$ cat src/rtl/ovf_timer_pkg.sv
package ovf_timer_pkg;

    localparam int unsigned PS_W = 3;

    typedef enum logic [1:0] {
        SRC_OFF   = 2'b00,
        SRC_BUS   = 2'b01,
        SRC_FIXED = 2'b10,
        SRC_EXT   = 2'b11
    } clk_src_e;

    // MSB first: flag, irq enable, center select, clock select, prescale
    typedef struct packed {
        logic            flag;
        logic            irq_en;
        logic            center;
        clk_src_e        src;
        logic [PS_W-1:0] ps;
    } ctrl_t;

    localparam int unsigned CTRL_W     = $bits(ctrl_t);
    localparam int unsigned ADDR_CTRL  = 0;
    localparam int unsigned ADDR_COUNT = 1;
    localparam int unsigned ADDR_MOD   = 2;

endpackage

$ cat src/rtl/ovf_timer_clksel.sv
module ovf_timer_clksel
    import ovf_timer_pkg::*;
#(
    parameter int unsigned SYNC_STAGES = 2
) (
    input  logic     clk,
    input  logic     rst_n,
    input  clk_src_e src,
    input  logic     fixed_tick,
    input  logic     ext_clk,
    output logic     tick_o
);

    // synchronizer stages plus one delayed copy for edge detection
    localparam int unsigned SH_W = SYNC_STAGES + 1;

    typedef struct packed {
        logic [SH_W-1:0] sh;
    } sel_t;

    sel_t s_d, s_q;
    logic ext_rise;

    always_comb begin
        s_d      = s_q;
        s_d.sh   = {s_q.sh[SH_W-2:0], ext_clk};
        ext_rise = s_q.sh[SYNC_STAGES-1] & ~s_q.sh[SYNC_STAGES];
        unique case (src)
            SRC_OFF:   tick_o = 1'b0;
            SRC_BUS:   tick_o = 1'b1;
            SRC_FIXED: tick_o = fixed_tick;
            SRC_EXT:   tick_o = ext_rise;
            default:   tick_o = 1'b0;
        endcase
    end

    always_ff @(posedge clk or negedge rst_n) begin
        if (!rst_n) s_q <= '0;
        else        s_q <= s_d;
    end

endmodule

$ cat src/rtl/ovf_timer_prescale.sv
module ovf_timer_prescale
    import ovf_timer_pkg::*;
(
    input  logic            clk,
    input  logic            rst_n,
    input  logic [PS_W-1:0] ps,
    input  logic            tick_i,
    output logic            tick_o
);

    localparam int unsigned DIV_W = (1 << PS_W) - 1;

    typedef struct packed {
        logic [DIV_W-1:0] div;
    } pre_t;

    pre_t p_d, p_q;
    logic [DIV_W-1:0] mask;

    always_comb begin
        p_d  = p_q;
        mask = ~({DIV_W{1'b1}} << ps);
        if (tick_i) p_d.div = p_q.div + 1'b1;
        tick_o = tick_i && ((p_q.div & mask) == mask);
    end

    always_ff @(posedge clk or negedge rst_n) begin
        if (!rst_n) p_q <= '0;
        else        p_q <= p_d;
    end

    // with the largest divider, an output tick leaves the divider at zero
    a_r5_full_wrap: assert property (@(posedge clk) disable iff (!rst_n)
        (tick_o && ps == {PS_W{1'b1}}) |=> (p_q.div == '0));

endmodule

$ cat src/rtl/ovf_timer_counter.sv
module ovf_timer_counter #(
    parameter int unsigned CNT_W = 16
) (
    input  logic             clk,
    input  logic             rst_n,
    input  logic             tick,
    input  logic             center,
    input  logic [CNT_W-1:0] modulo,
    output logic [CNT_W-1:0] count_o,
    output logic             ovf_o
);

    typedef struct packed {
        logic [CNT_W-1:0] cnt;
        logic             down;
    } cnt_t;

    cnt_t c_d, c_q;
    logic [CNT_W-1:0] top;

    always_comb begin
        c_d   = c_q;
        ovf_o = 1'b0;
        top   = (modulo == '0) ? {CNT_W{1'b1}} : modulo;
        if (!center) c_d.down = 1'b0;
        if (tick) begin
            if (!center) begin
                if (c_q.cnt >= top) begin
                    c_d.cnt = '0;
                    ovf_o   = 1'b1;
                end else begin
                    c_d.cnt = c_q.cnt + 1'b1;
                end
            end else if (!c_q.down) begin
                if (c_q.cnt >= top) begin
                    c_d.down = 1'b1;
                    c_d.cnt  = c_q.cnt - 1'b1;
                end else begin
                    c_d.cnt  = c_q.cnt + 1'b1;
                end
            end else begin
                if (c_q.cnt == '0) begin
                    c_d.down = 1'b0;
                    c_d.cnt  = CNT_W'(1);
                    ovf_o    = 1'b1;
                end else begin
                    c_d.cnt  = c_q.cnt - 1'b1;
                end
            end
        end
        count_o = c_q.cnt;
    end

    always_ff @(posedge clk or negedge rst_n) begin
        if (!rst_n) c_q <= '0;
        else        c_q <= c_d;
    end

    // an up-mode tick at the top lands on zero
    a_r3_wrap_to_zero: assert property (@(posedge clk) disable iff (!rst_n)
        (tick && !center && c_q.cnt >= top) |=> (c_q.cnt == '0));

    // a falling tick at zero turns the sweep upward at one
    a_r4_turn_at_zero: assert property (@(posedge clk) disable iff (!rst_n)
        (tick && center && c_q.down && c_q.cnt == '0) |=> (c_q.cnt == CNT_W'(1) && !c_q.down));

    // the sweep never rises past the top while counting up
    a_r4_turn_at_top: assert property (@(posedge clk) disable iff (!rst_n)
        (tick && center && !c_q.down && c_q.cnt == top) |=> c_q.down);

endmodule

$ cat src/rtl/ovf_timer.sv
module ovf_timer
    import ovf_timer_pkg::*;
#(
    parameter int unsigned CNT_W       = 16,
    parameter int unsigned ADDR_W      = 2,
    parameter int unsigned SYNC_STAGES = 2
) (
    input  logic              clk,
    input  logic              rst_n,
    input  logic              fixed_tick,
    input  logic              ext_clk,
    input  logic [ADDR_W-1:0] bus_addr,
    input  logic              bus_rd,
    input  logic              bus_wr,
    input  logic [CNT_W-1:0]  bus_wdata,
    output logic [CNT_W-1:0]  bus_rdata,
    output logic              irq
);

    localparam int unsigned PAD_W = CNT_W - CTRL_W;

    typedef struct packed {
        ctrl_t            ctrl;
        logic             arm;
        logic [CNT_W-1:0] modulo;
    } regs_t;

    regs_t r_d, r_q;

    logic             src_tick;
    logic             cnt_tick;
    logic             ovf;
    logic [CNT_W-1:0] count;
    logic             rd_ctrl;
    logic             wr_ctrl;
    logic             wr_mod;
    ctrl_t            wr_fields;

    ovf_timer_clksel #(.SYNC_STAGES(SYNC_STAGES)) i_clksel (
        .clk        (clk),
        .rst_n      (rst_n),
        .src        (r_q.ctrl.src),
        .fixed_tick (fixed_tick),
        .ext_clk    (ext_clk),
        .tick_o     (src_tick)
    );

    ovf_timer_prescale i_prescale (
        .clk    (clk),
        .rst_n  (rst_n),
        .ps     (r_q.ctrl.ps),
        .tick_i (src_tick),
        .tick_o (cnt_tick)
    );

    ovf_timer_counter #(.CNT_W(CNT_W)) i_counter (
        .clk     (clk),
        .rst_n   (rst_n),
        .tick    (cnt_tick),
        .center  (r_q.ctrl.center),
        .modulo  (r_q.modulo),
        .count_o (count),
        .ovf_o   (ovf)
    );

    always_comb begin
        r_d       = r_q;
        rd_ctrl   = bus_rd && (bus_addr == ADDR_W'(ADDR_CTRL));
        wr_ctrl   = bus_wr && (bus_addr == ADDR_W'(ADDR_CTRL));
        wr_mod    = bus_wr && (bus_addr == ADDR_W'(ADDR_MOD));
        wr_fields = ctrl_t'(bus_wdata[CTRL_W-1:0]);

        if (wr_ctrl) begin
            r_d.ctrl.irq_en = wr_fields.irq_en;
            r_d.ctrl.center = wr_fields.center;
            r_d.ctrl.src    = wr_fields.src;
            r_d.ctrl.ps     = wr_fields.ps;
        end
        if (wr_mod) r_d.modulo = bus_wdata;

        // clear handshake: a new overflow cancels it, any control write ends it
        if (ovf)                          r_d.arm = 1'b0;
        else if (wr_ctrl)                 r_d.arm = 1'b0;
        else if (rd_ctrl && r_q.ctrl.flag) r_d.arm = 1'b1;

        if (ovf)                                        r_d.ctrl.flag = 1'b1;
        else if (wr_ctrl && !wr_fields.flag && r_q.arm) r_d.ctrl.flag = 1'b0;

        unique case (bus_addr)
            ADDR_W'(ADDR_CTRL):  bus_rdata = {{PAD_W{1'b0}}, r_q.ctrl};
            ADDR_W'(ADDR_COUNT): bus_rdata = count;
            ADDR_W'(ADDR_MOD):   bus_rdata = r_q.modulo;
            default:             bus_rdata = '0;
        endcase

        irq = r_q.ctrl.flag && r_q.ctrl.irq_en;
    end

    always_ff @(posedge clk or negedge rst_n) begin
        if (!rst_n) r_q <= '0;
        else        r_q <= r_d;
    end

    // a stopped source holds the count
    a_r2_stopped_holds: assert property (@(posedge clk) disable iff (!rst_n)
        (r_q.ctrl.src == SRC_OFF) |=> $stable(count));

    // every overflow leaves the flag set
    a_r3_ovf_sets_flag: assert property (@(posedge clk) disable iff (!rst_n)
        ovf |=> r_q.ctrl.flag);

    // the flag only falls after an armed zero write with no overflow
    a_r8_no_lost_overflow: assert property (@(posedge clk) disable iff (!rst_n)
        $fell(r_q.ctrl.flag) |-> $past(wr_ctrl && !bus_wdata[CTRL_W-1] && r_q.arm && !ovf));

    // a write of one to the flag never lowers it
    a_r9_one_write_keeps: assert property (@(posedge clk) disable iff (!rst_n)
        (wr_ctrl && bus_wdata[CTRL_W-1] && r_q.ctrl.flag) |=> r_q.ctrl.flag);

endmodule

$ cat config.mk
export PLATFORM = sky130hd
export DESIGN_NAME = ovf_timer
export DESIGN_NICKNAME = d
export VERILOG_FILES = /design/src/rtl/ovf_timer_pkg.sv /design/src/rtl/ovf_timer_clksel.sv /design/src/rtl/ovf_timer_prescale.sv /design/src/rtl/ovf_timer_counter.sv /design/src/rtl/ovf_timer.sv
export SDC_FILE = /design/constraint.sdc
export NUM_CORES = 1
export LEC_CHECK = 0
export ABC_CLOCK_PERIOD_IN_PS = 4200
export BUFFER_PORTS_ARGS = -buffer_cell sky130_fd_sc_hd__buf_2
export CAP_MARGIN = 20
export CORE_MARGIN = 5
export CORE_UTILIZATION = 59
export CTS_CLUSTER_DIAMETER = 60
export CTS_CLUSTER_SIZE = 16
export DETAILED_ROUTE_END_ITERATION = 10
export GPL_TIMING_DRIVEN = 1
export PLACE_DENSITY = 0.77
export SLEW_MARGIN = 25
export SYNTH_ARGS = -nofsm -noshare
export SYNTH_HDL_FRONTEND = slang
export SYNTH_HIERARCHICAL = 1
export SYNTH_SLANG_ARGS = --single-unit
$ cat constraint.sdc
create_clock -name clk -period 4.2 [get_ports clk]
set_input_delay 0.84 -clock clk [delete_from_list [all_inputs] [get_ports clk]]
set_output_delay 0.84 -clock clk [all_outputs]
set_load 0.01 [all_outputs]
======== After elaboration in Yosys (flattened, before gate mapping) ========
Index checks and enable logic that the tools add are counted.
operators by class
  equality and inequality tests ........... 6
  bitwise gates (word level) .............. 4
  muxes and demuxes ....................... 23
  reductions and logical operators ........ 15
  $lt $le $gt $ge ......................... 1
  shift operators ......................... 1
  add/sub/neg operators ................... 3
operator list
  operator               count
  $mux 16                5
  $pmux 16 s3            1
  $logic_not 16->1       2
  $mux 17                1
  $add 16x1->16 const B  1
  $ge 16x16->1           1
  $sub 16x1->16 const B  1
  $mux 1                 15
  $logic_and 1x1->1      8
  $add 7x1->7 const B    1
  $and 7x7->7            1
  $eq 7x7->1             1
  $not 7->7              1
  $shl 7x3->7 const A    1
  $eq 2x2->1 const B     3
  $eq 2x1->1 const B     2
  $logic_not 2->1        2
  $pmux 1 s4             1
  $reduce_bool 3->1      1
  $reduce_bool 2->1      1
  $and 1x1->1            1
  $logic_not 1->1        1
  $not 1->1              1
word-level totals
  word-level logic and storage cells ...... 64
  output and inout port bits .............. 17
  register bits after elaboration ......... 52

======== Logic depth before layout (Yosys ltp) ========
  word-level depth ........................ 7
  gate-level depth with buffers ........... 14
  mapped depth without buffers ............ 12

======== Modules after synthesis ========
Netlist, hierarchy kept.
by module, submodules not included
  module              instances  cells an instance  area each (sq um)
  ovf_timer_counter   1          272                2048.2
  ovf_timer           1          89                 1233.7
  ovf_timer_prescale  1          32                 344.1
  ovf_timer_clksel    1          6                  92.6

======== Worst setup path after synthesis ========
Ideal clock, no wire load.
  kind .................................... flip-flop to flip-flop
  start point ............................. register r_q[3] in the netlist's numbering
  end point ............................... register r_q[24] in the netlist's numbering
  period minus slack after synthesis ...... 3.233 ns
  arrival ................................. 3.092 ns
  setup slack ............................. 0.967 ns
  data required time ...................... 4.059 ns
  cell stages (with the launch flop) ...... 14
  setup time .............................. 0.141 ns
  buffers on the path ..................... 2
  cells stage by stage .................... dfrtp_1 > nor4_1 > and4_1 > clkbuf_1 > clkbuf_1 > nor2_1 > ha_1 > a2111o_1 > a31oi_1 > and2_1 > nor2_1 > o21a_1 > nor3b_1 > a21oi_1
between the ends
  word-level cells in the longest chain between the ends .. 7
  elaborated cells on any way between the ends .. 8
  those cells by class .................... order compare: 1; mux: 5; reduce/logical: 2
ends and longest elaborated chain
  item                                         RTL line                 source
  start: declaration                           ovf_timer.sv:28          regs_t r_d, r_q;
  start signal: assignment                     ovf_timer.sv:101         else r_q <= r_d;
  $logic_not 16->1                             ovf_timer_counter.sv:24  top = (modulo == '0) ? {CNT_W{1'b1}} : modulo;
  $mux 16 *                                    ovf_timer_counter.sv:24
  $ge 16x16->1 *                               ovf_timer_counter.sv:28  if (c_q.cnt >= top) begin
  $mux 1 *                                     ovf_timer_counter.sv:28
  $mux 1 *                                     ovf_timer_counter.sv:27  if (!center) begin
  $mux 1 *                                     ovf_timer_counter.sv:26  if (tick) begin
  net ovf                                      ovf_timer.sv:32          logic ovf;
  $mux 1 or $reduce_bool 2->1 (tied branches)  n/a
The timed path passes the listed nets; every way through them passes the cells marked *.
A chain may end at the register's enable or synchronous reset.

======== Final worst setup path ========
  start point ............................. register r_q[11] in the netlist's numbering
  end point ............................... register i_counter.c_q, in the netlist i_counter/count_o[8]
between the ends
  word-level cells in the longest chain between the ends .. 6
  elaborated cells on any way between the ends .. 7
  those cells by class .................... order compare: 1; mux: 5; reduce/logical: 1
ends and longest elaborated chain
  item                    RTL line                                          source
  $logic_not 16->1        ovf_timer_counter.sv:24
  $mux 16 *               ovf_timer_counter.sv:24
  $ge 16x16->1 *          ovf_timer_counter.sv:28, ovf_timer_counter.sv:35
  $mux 16                 ovf_timer_counter.sv:35                           if (c_q.cnt >= top) begin
  $mux 17                 ovf_timer_counter.sv:34                           end else if (!c_q.down) begin
  $mux 16 *               ovf_timer_counter.sv:27
  end signal: assignment  ovf_timer_counter.sv:55                           if (!rst_n) c_q <= '0;
  end signal: assignment  ovf_timer_counter.sv:56                           else c_q <= c_d;
  end: declaration        ovf_timer_counter.sv:18                           cnt_t c_d, c_q;
Every way passes the cells marked *; elsewhere a longest branch is shown, timed or not.

==> run_results.csv <==
group,metric,value,unit
routing,routed_wl,8.94,mm
timing,timing.final.hold_violations,0,
grt,grt_use_total,22.4,%
clock_tree,cts_setup_buffers,0,
power_and_ir_drop,total_power,1.94,mW
timing,post-route-min-period,3.52,ns
setup_path,crit_path_start,"r_q[11]",
timing,maxSlewViolCount,0,
place,place_ws,0.780,ns
job,cap_violations,0,
power_and_ir_drop,p_comb_share,41.2,%
timing,worstMarginPinSlew,0.962,ns
setup_path,r2r_start,"r_q[11]",
run_status,status,"finished, final reports clean",
setup_path,r2r_cells,10,
grt,grt_pass1_wl,14.0,mm
grt,gr-total-overflow,0,
logic_synthesis,synth_compound_area_share,18.8,%
logic_synthesis,synth_cells,399,
power_and_ir_drop,power_density,494,nW/um2
routing,vias_per_cell,6.53,
timing,post-route-period-util,83.8,%
die,start_util,59.6,%
die,io_pins,41,
place,placedCellCount,486,
logic_synthesis,synth_top_family_by_area,"simple AND/OR/NAND/NOR gates",
logic_synthesis,synth_edf_count,0,
clock_tree,clkLatencyLatePin,0.31,ns
clock_tree,clk_path_buf_depth,2,
logic_synthesis,syn_area_per_cell,9.32,um2
logic_synthesis,synth_simple_gate_area_share,20.7,%
clock_tree,cts_tree,"yes",
timing,hold_ws,0.357,ns
logic_synthesis,synth-adder-area-share,6.39,%
setup_path,crit_path_end_kind,"flip-flop",
routing,via_count,3228,
clock_tree,cts_resized,0,
cells_and_area,fillers,534,
place,hpwl,6.48,mm
clock_tree,htree_levels,2,
worst_hold_path,hp-start,"i_clksel/s_q[0]",
logic_synthesis,synth-warning-count,6,
clock_tree,clk_pin_slew,0.10,ns
logic_synthesis,synth-seq-area-share,35.0,%
timing,setup_tns,0,ns
timing,slew_headroom,35.3,%
routing,wl_per_cell,18.1,um
grt,antenna_found_initial,0,
timing,skew,0.00816,ns
timing,fmax,284,MHz
die,die-area,7990,um2
setup_path,worst-setup-path-type,"reg2reg",
power_and_ir_drop,switching_share,43.3,%
cells_and_area,area_growth,5.38,%
worst_hold_path,hold_class,"reg2reg",
timing,setup_viol,0,
clock_tree,cts.sink_count,52,
place,port_buffers,40,
setup_path,cp_max_fo,18,
logic_synthesis,async_flop_share,100,%
logic_synthesis,synth-seq-cells,52,
routing,antenna_left,0,
setup_path,worstPathRequired,4.40,ns
power_and_ir_drop,switchingPower,0.839,mW
logic_synthesis,ys.flop_type,"dfrtp_1",
setup_path,start_kind,"flip-flop",
cells_and_area,final-instance-count-excl-fill,494,
place,gp_congestion,0.930,
power_and_ir_drop,p_leak,1.67,nW
setup_path,reg2reg_slack,0.68,ns
grt,grt_max_degree,34,
die,core-area,6240,um2
power_and_ir_drop,power_frac_clock,15.3,%
routing,dr.pass1.iters,5,
cells_and_area,layout-drive-gt1-share,21.1,%
clock_tree,cts_made_buffers,5,
logic_synthesis,syn_nets,442,
die,rows,29,
die,die_h,89.4,um
clock_tree,hold_buffers,0,
logic_synthesis,ys_types,61,
die,die_w,89.4,um
logic_synthesis,synthXorXnorAreaFrac,1.41,%
power_and_ir_drop,p_seq_share,43.6,%
setup_path,arrival,3.72,ns
cells_and_area,finalNetCount,459,
timing,grt_setup_unrepaired,"no",
clock_tree,cts_root_buffer,"clkbuf_8",
power_and_ir_drop,intPower,1.10,mW
logic_synthesis,syn-cell-area,3720,um2
setup_path,endpoint,"i_counter/count_o[8]",
routing,drc_errors,0,
routing,first_iter_violations,229,
timing,setup_slack,0.680,ns
logic_synthesis,synthMuxAreaShare,10.3,%
cells_and_area,n_antenna_cell,0,
grt,grt_pass1_vias,2952,
setup_path,r2r-end,"i_counter/count_o[8]",
power_and_ir_drop,ir_worst_vdd,227,uV
placed cells by master, fill, tap and decap left out, types with 12 or more instances in the layout:
cell type | netlist | final
o21ai_0 | 19 | 19
ha_1 | 19 | 19
nand2_1 | 28 | 28
nor3_1 | 12 | 12
dfrtp_1 | 52 | 52
mux2_2 | 25 | 25
nand3_1 | 18 | 18
buf_2 | 2 | 40
nor2_1 | 32 | 32
inv_1 | 14 | 14
synthesized netlist by cell type (9+ instances only):
| master | number | share of area (%) |
|---|---|---|
| o21ai_0 | 19 | 2.6 |
| nor2_1 | 32 | 3.2 |
| a22o_1 | 10 | 2.4 |
| clkbuf_1 | 12 | 1.2 |
| a21oi_1 | 10 | 1.3 |
| mux2_2 | 25 | 7.6 |
| nor3_1 | 12 | 1.6 |
| nand3_1 | 18 | 2.4 |
| dfrtp_1 | 52 | 35 |
| o2bb2ai_1 | 9 | 2.1 |
| nor4_1 | 10 | 1.7 |
| buf_4 | 18 | 3.6 |
| ha_1 | 19 | 6.4 |
| nand4_1 | 10 | 1.7 |
| inv_1 | 14 | 1.4 |
| mux2i_1 | 10 | 2.7 |
| nand2_1 | 28 | 2.8 |
routing by layer:
metal / vias to the layer above / wire length (um) / global-route usage [%] / share of wire (%)
met5: - / 0 / 0 / 0
met1: 1534 / 3980 / 30.9 / 45
li1: 1521 / - / - / -
met2: 150 / 4100 / 35.4 / 46
met4: 0 / 193 / 9.20 / 2.2
met3: 23 / 660 / 3.23 / 7.4
power by group through the flow:
stage | clock network, mW | registers (mW) | logic, mW
after floorplan | 0 | 0.764 | 0.679
after global routing | 0.326 | 0.864 | 0.888
after global placement | 0 | 0.841 | 0.761
final | 0.296 | 0.844 | 0.797
after detailed placement | 0 | 0.847 | 0.785
after CTS | 0.306 | 0.836 | 0.790
sequential cells by signal, summed over array words and instances (netlist names):
signal	flops
i_clksel/s_q	3
i_counter/c_q	1
i_counter/count_o	16
i_prescale/p_q	7
r_q	25
worst min path at each step:
stage | to | slack (ns) | cells after the start
after global routing | i_clksel/s_q[1] | 0.38 | 0
after global placement | i_clksel/s_q[1] | 0.34 | 0
after floorplan | i_clksel/s_q[1] | 0.33 | 0
after detailed placement | i_clksel/s_q[1] | 0.34 | 0
final | i_clksel/s_q[1] | 0.36 | 0
after CTS | i_clksel/s_q[1] | 0.36 | 0
through the flow:
step,instance area (um2),utilization [%]
global placement,3830,61.3
global route,3920,62.8
finish,3920,62.8
detailed placement,3830,61.3
floorplan,3720,-
CTS,3920,62.8
critical path, cell delays in order (launching register included):
cell,delay (ns)
dfrtp_1,0.42
nor4_1,0.34
and4_1,0.36
or2_2,0.15
ha_1,0.21
nand2b_1,0.14
a2111o_1,0.42
a31oi_1,0.49
a31oi_4,0.34
and3_1,0.28
a221o_1,0.27
kinds of logic (layout without fill, tap and decap cells):
group	after synthesis	after routing
muxes	35	35
and+or+nand+nor	145	145
AOI/OAI and AO/OA	93	93
DFF	52	52
adders and majority gates	19	19
buffers and inverters	49	67
xor gates and xnor gates	6	6
final cells by class:
class / instances / area (um2) / area share (%)
Multi-Input combinational cell: 298 / 2140 / 54.6
Sequential cell: 52 / 1300 / 33.2
Timing Repair Buffer: 45 / 238 / 6.07
Tap cell: 77 / 96.3 / 2.46
Clock buffer: 5 / 68.8 / 1.76
Inverter: 14 / 52.6 / 1.34
Clock inverter: 3 / 21.3 / 0.543
Note: power is estimated with default switching activity, not from simulation.
